`src/rtl/clk_div_pkg.sv`:
```
package clk_div_pkg;
  typedef enum logic [1:0] {
    ST_IDLE  = 2'd0,
    ST_DELAY = 2'd1,
    ST_HIGH  = 2'd2,
    ST_LOW   = 2'd3
  } div_state_t;
endpackage

```
`src/rtl/clk_div_shadow.sv`:
```
module clk_div_shadow #(
  parameter int CNT_W = 4
) (
  input  logic             clk,
  input  logic             rst,
  input  logic             load_i,
  input  logic             byp_i,
  input  logic [CNT_W-1:0] hi_i,
  input  logic [CNT_W-1:0] lo_i,
  output logic             byp_o,
  output logic [CNT_W-1:0] hi_o,
  output logic [CNT_W-1:0] lo_o
);
  always_ff @(posedge clk) begin
    if (rst) begin
      byp_o <= 1'b0;
      hi_o  <= '0;
      lo_o  <= '0;
    end else if (load_i) begin
      byp_o <= byp_i;
      hi_o  <= hi_i;
      lo_o  <= lo_i;
    end
  end


  shadow_hold_chk: assert property (@(posedge clk) disable iff (rst)
    !load_i |=> ($stable(hi_o) && $stable(lo_o) && $stable(byp_o)));
endmodule

```
`src/rtl/clk_div_delay.sv`:
```
module clk_div_delay #(
  parameter int CNT_W = 4,
  parameter int DLY_W = CNT_W + 2
) (
  input  logic             ext_i,
  input  logic [CNT_W-1:0] ofs_i,
  input  logic [CNT_W-1:0] lo_i,
  output logic [DLY_W-1:0] dly_o
);
  always_comb begin
    if (ext_i)
      dly_o = DLY_W'(ofs_i) + DLY_W'(lo_i) + DLY_W'(1);
    else
      dly_o = DLY_W'(ofs_i);
  end
endmodule

```
`src/rtl/clk_div_core.sv`:
```
module clk_div_core
  import clk_div_pkg::*;
#(
  parameter int CNT_W = 4,
  parameter int DLY_W = CNT_W + 2
) (
  input  logic             clk,
  input  logic             rst,
  input  logic             sync_i,
  input  logic [DLY_W-1:0] dly_i,
  input  logic [CNT_W-1:0] hi_i,
  input  logic [CNT_W-1:0] lo_i,
  output logic             div_o
);
  div_state_t       state_q;
  logic [CNT_W-1:0] cnt_q;
  logic [DLY_W-1:0] wait_q;

  always_ff @(posedge clk) begin
    if (rst) begin
      state_q <= ST_IDLE;
      cnt_q   <= '0;
      wait_q  <= '0;
      div_o   <= 1'b0;
    end else if (sync_i) begin
      state_q <= ST_DELAY;
      cnt_q   <= '0;
      wait_q  <= dly_i;
      div_o   <= 1'b0;
    end else begin
      unique case (state_q)
        ST_IDLE: begin
          div_o <= 1'b0;
        end
        ST_DELAY: begin
          if (wait_q == '0) begin
            state_q <= ST_HIGH;
            div_o   <= 1'b1;
            cnt_q   <= '0;
          end else begin
            wait_q <= wait_q - DLY_W'(1);
          end
        end
        ST_HIGH: begin
          if (cnt_q == hi_i) begin
            state_q <= ST_LOW;
            div_o   <= 1'b0;
            cnt_q   <= '0;
          end else begin
            cnt_q <= cnt_q + CNT_W'(1);
          end
        end
        ST_LOW: begin
          if (cnt_q == lo_i) begin
            state_q <= ST_HIGH;
            div_o   <= 1'b1;
            cnt_q   <= '0;
          end else begin
            cnt_q <= cnt_q + CNT_W'(1);
          end
        end
        default: state_q <= ST_IDLE;
      endcase
    end
  end


  sync_low_chk: assert property (@(posedge clk) disable iff (rst)
    sync_i |=> !div_o);

  high_len_chk: assert property (@(posedge clk) disable iff (rst)
    (state_q == ST_HIGH) |-> (cnt_q <= hi_i));

  low_len_chk: assert property (@(posedge clk) disable iff (rst)
    (state_q == ST_LOW) |-> (cnt_q <= lo_i));

  delay_quiet_chk: assert property (@(posedge clk) disable iff (rst)
    (state_q == ST_DELAY) |-> !div_o);

  idle_low_chk: assert property (@(posedge clk) disable iff (rst)
    (state_q == ST_IDLE && !sync_i) |=> !div_o);
endmodule

```
`src/rtl/clk_div_channel.sv`:
```
module clk_div_channel #(
  parameter int CNT_W     = 4,
  parameter bit BYPASS_EN = 1'b1
) (
  input  logic             clk,
  input  logic             rst,
  input  logic             sync_i,
  input  logic             bypass_i,
  input  logic [CNT_W-1:0] hi_cnt_i,
  input  logic [CNT_W-1:0] lo_cnt_i,
  input  logic [CNT_W-1:0] ofs_i,
  input  logic             ext_i,
  output logic             div_clk_o
);
  localparam int DLY_W = CNT_W + 2;

  logic             byp_q;
  logic [CNT_W-1:0] hi_q;
  logic [CNT_W-1:0] lo_q;
  logic [DLY_W-1:0] dly;
  logic             div_q;

  clk_div_shadow #(.CNT_W(CNT_W)) u_shadow (
    .clk    (clk),
    .rst    (rst),
    .load_i (sync_i),
    .byp_i  (bypass_i),
    .hi_i   (hi_cnt_i),
    .lo_i   (lo_cnt_i),
    .byp_o  (byp_q),
    .hi_o   (hi_q),
    .lo_o   (lo_q)
  );

  clk_div_delay #(.CNT_W(CNT_W), .DLY_W(DLY_W)) u_delay (
    .ext_i (ext_i),
    .ofs_i (ofs_i),
    .lo_i  (lo_cnt_i),
    .dly_o (dly)
  );

  clk_div_core #(.CNT_W(CNT_W), .DLY_W(DLY_W)) u_core (
    .clk    (clk),
    .rst    (rst),
    .sync_i (sync_i),
    .dly_i  (dly),
    .hi_i   (hi_q),
    .lo_i   (lo_q),
    .div_o  (div_q)
  );

  generate
    if (BYPASS_EN) begin : g_byp
      assign div_clk_o = byp_q ? clk : div_q;
    end else begin : g_nobyp
      logic unused_byp;
      assign unused_byp = byp_q;
      assign div_clk_o  = div_q;
    end
  endgenerate
endmodule

```
`config.mk`:
```
export PLATFORM = sky130hd
export DESIGN_NAME = clk_div_channel
export DESIGN_NICKNAME = d
export VERILOG_FILES = /design/src/rtl/clk_div_pkg.sv /design/src/rtl/clk_div_shadow.sv /design/src/rtl/clk_div_delay.sv /design/src/rtl/clk_div_core.sv /design/src/rtl/clk_div_channel.sv
export SDC_FILE = /design/constraint.sdc
export NUM_CORES = 1
export LEC_CHECK = 0
export ABC_AREA = 0
export BUFFER_PORTS_ARGS = -buffer_cell sky130_fd_sc_hd__clkbuf_2
export CAP_MARGIN = 40
export CORE_MARGIN = 3
export CORE_UTILIZATION = 55
export DETAILED_ROUTE_END_ITERATION = 8
export PLACE_DENSITY = 0.82
export SYNTH_ARGS = -nofsm -noshare
export SYNTH_HDL_FRONTEND = slang
export SYNTH_HIERARCHICAL = 1
export SYNTH_SLANG_ARGS = --single-unit
```
`constraint.sdc`:
```
create_clock -name clk -period 2.8 [get_ports clk]
set_input_delay 0.56 -clock clk [delete_from_list [all_inputs] [get_ports clk]]
set_output_delay 0.56 -clock clk [all_outputs]
set_load 0.02 [all_outputs]
```
# == Word-level counts from Yosys, hierarchy flattened ==
# Index checks and enable logic that the tools add are counted.
# totals
romBits,0
n_memories,0
out_inout_bits,1
ramBits,0
latchBits,0
register_bits,22
# op_classes
n_eq_ne,12
n_mul,0
muxes,18
bitwise,0
reduce_logical,11
shifts,0
div_mod_pow,0
add_sub_neg,4
magnitude_cmp,0
# op_table
operator,count
$mux 6,4
$mux 4,3
$pmux 4 s3,1
$ne 3x2->1 const B,3
$eq 4x4->1,2
$reduce_and 4->1,2
$add 6x1->6 const B,1
$logic_not 6->1,1
$mux 2,3
$ne 2x1->1 const B,3
$pmux 2 s3,1
$sub 6x1->6 const B,1
$add 4x4->5,1
$mux 1,5
$add 4x1->4 const B,1
$eq 2x2->1 const B,2
$pmux 1 s4,1
$reduce_and 2->1,2
$reduce_bool 4->1,1
$reduce_and 3->1,1
$reduce_bool 3->1,1
$eq 2x1->1 const B,1
$logic_not 2->1,1
$ne 2x2->1 const B,1
2 further kinds,2

# == Longest topological paths before layout ==
# logic_depth
depth_word,4
depth_mapped,8

# == Modules after synthesis ==
# The synthesis kept the hierarchy.
# by_module_without_submodules
module,cells_per_inst,seq_area_each_um2,area_per_inst_um2,instances
clk_div_core,103,260.2,909.6,1
clk_div_shadow,29,180.2,319.1,1
clk_div_delay,29,0.0,226.5,1
clk_div_channel,1,0.0,15.0,1

==> metrics.md <==
| Metric | Value |
|---|---|
| DRT iter0 DRCs | 69 |
| Nets | just over 200 |
| Initial Util | 0.588 |
| Mapped Area | around 1500 µm² |
| Post-synth ARST share | 0 |
| Post-DRT Antenna Nets | 0 |
| Avg WL per Cell | around 14 µm |
| Max-cap violations | 0 |
| Via count | roughly 1.2k |
| Mean area per synthesized cell | about 9.1 µm² |
| Worst-skew pair later-pin latency | between 400 and 500 ps |
| Die area | 3330 µm² |
| Cts hold-fix bufs | 0 |
| Commonest cells after routing, fill and taps aside | dfxtp_1 (22), nor2_1 (19), clkbuf_2 (17) |
| Post-cts resize count | 0 |
| RSZ-0062 raised after global routing | no |
| Number of global-route vias before repair | around 1.1k |
| Syn nets | between 150 and 200 |
| Core area | approximately 2500 µm² |
| Synthesis-stage register bit count | 22 |
| Area grow syn2layout | 6.98% |
| Commonest non-fill, non-tap cell in the layout | dfxtp_1 |
| Critical-path top delay cell | mux2_4 |
| Worst Clk Skew | 11.9 ps |
| Power density cells | ~570 nW/µm² |
| Worst slew pin tran | a little over 800 ps |
| CP Data Required Time | around 2200 ps |
| Crit Path Class | clock port to primary output |
| Port Buffer Count | 17 |
| YS warnings | 6 |
| Critical path's top delay family | buffers and inverters |
| TritonCTS clock tree | done |
| DIE WIDTH | between 50 and 60 µm |
| Post-CTS setup buffers | 0 |
| Status | finished clean |
| Critical path's largest stage delay | between 200 and 300 ps |
| WP data arrival | between 2000 and 2500 ps |
| Number of synthesized flops with an enable pin | 0 |
| Via/cell ratio | 5.85 |
| Routed Wire Length | 2.92 mm |
| Worst-path cell chain | clkbuf_4 -> clkbuf_4 -> mux2_4 -> clkbuf_2 |
| Seq/Total Area, Yosys | 0.300 |
| Dominant synthesized flop cell | dfxtp_1 |
| First-pass GRT wire length | between 4 and 5 mm |
| Drt first pass iters | 4 |
| Initial antenna violation count | 0 |
| # rows | 18 |
| Largest net degree at the start of global routing | 20 |
| IO Count | 18 |
| Hold Vio Cnt, Final | 0 |
| Slew headroom | 0.444 |
| Fraction of layout cells with a size suffix above 1 | 0.160 |
| Final setup vio count | 0 |
| R2r setup slk | around 700 ps |
| Total Routing Usage GR | 0.194 |
| Hpwl dp | roughly 2.2 mm |
| GPL Wtd Cong | 0.805 |
| End-of-flow core utilization | 0.629 |
| Setup crit end kind | primary output |
| Congestion Overflow GR | 0 |
| Most used cell, CP | clkbuf_4 |
| Max VDD drop | approximately 0.48 mV |
| Fin. max-slew vios | 0 |
| Bufs and invs on worst path | 3 |
| Die Ht | 57.7 µm |
| DRC violations left | 0 |
| Synth cell types | between 40 and 50 |
| Setup crit start kind | clock port |
| Reg clk slew, reported paths | about 120 ps |
| Final setup TNS | 0 ps |
| Critical path fanouts, max | 2 |
| Mapped Cells | between 150 and 200 |
| LEAKAGE | roughly 0.74 nW |
| Diode count | 0 |
| Worst min path class | input port to flip-flop |
[state kept, by name, summed over array words and instances (netlist names)]
register	cells
u_shadow/lo_o	4
u_core/state_q	2
u_core/wait_q	6
u_core/cnt_q	4
u_shadow/hi_o	4
u_shadow/byp_o	1
u_core/div_o	1
[per-stage QoR]
| step | cells | hold WS, ps | total power, mW | instance area (µm²) | setup slack, ps |
|---|---|---|---|---|---|
| global route | 205 | 391 | 0.955 | 1570 | 187 |
| CTS | 205 | 371 | 0.897 | 1570 | 192 |
| global placement | 199 | 496 | 0.672 | 1530 | 457 |
| detailed placement | 199 | 505 | 0.691 | 1530 | 457 |
| floorplan | 162 | 464 | 0.638 | 1470 | 561 |
| finish | 205 | 372 | 0.893 | 1570 | 201 |
[worst min-delay path: stages]
cell,delay (ps)
clkbuf_2,70
mux2i_1,50
nor2_1,80
[cells in the mapped netlist (all sizes together), types with 3 or more instances]
library cell / count / share of area
inv: 11 / 0.028
nand2b: 3 / 0.013
nor3: 3 / 0.010
a211oi: 7 / 0.036
o211ai: 4 / 0.020
a21oi: 5 / 0.017
ha: 11 / 0.094
mux2i: 11 / 0.075
o2111ai: 4 / 0.024
dfxtp: 22 / 0.30
nand2: 4 / 0.010
buf: 6 / 0.034
xor2: 12 / 0.071
nor2: 19 / 0.049
o21a: 6 / 0.031
clkbuf: 4 / 0.010
o41ai: 3 / 0.028
[power by group]
part,internal [mW],total [mW],switching [mW],leakage (nW)
clock network,0.107,0.224,0.117,0.0391
logic,0.120,0.291,0.171,0.520
registers,0.346,0.378,0.0322,0.181
[layer usage]
layer | wire length, µm | GRT usage | vias to the layer above
met1 | 1300 | 0.237 | 549
met3 | 209 | 0.0913 | 6
met2 | 1380 | 0.306 | 43
li1 | - | - | 602
met5 | 0 | 0 | -
met4 | 27 | 0.0530 | 0
[worst paths after layout]
path | start | end | depth (start not counted)
hold reg to reg | u_core/state_q[1]$_SDFFE_PP0P_ | u_core/state_q[1]$_SDFFE_PP0P_ | 2
hold / removal | hi_cnt_i[2] | u_shadow/hi_o[2]$_SDFFE_PP0P_ | 3
setup reg to reg | u_core/wait_q[0]$_SDFFE_PP0P_ | u_core/cnt_q[3]$_SDFFE_PP0P_ | 6
setup / recovery | clk | div_clk_o | 4
[kinds of logic (layout without fill, tap and decap cells)]
family	count (synthesis)	after routing	share of synthesized area
compound gates	40	40	0.214
simple gates	39	39	0.129
flops	22	22	0.300
buf+inv	21	34	0.0723
xor+xnor	14	14	0.0834
mux	13	13	0.0928
fa+ha+maj	12	12	0.107
other cells	1	1	0.00255
[area by class of cell]
| type | count | area [µm²] |
|---|---|---|
| clock buffers | 7 | 50.0 |
| fillers | 215 | 927 |
| inverters | 11 | 41.3 |
| multi-input cells | 119 | 923 |
| flip-flops and latches | 22 | 440 |
| well taps | 30 | 37.5 |
| repair buffers | 16 | 80.1 |
No activity file was read; power rests on OpenSTA's default activity.
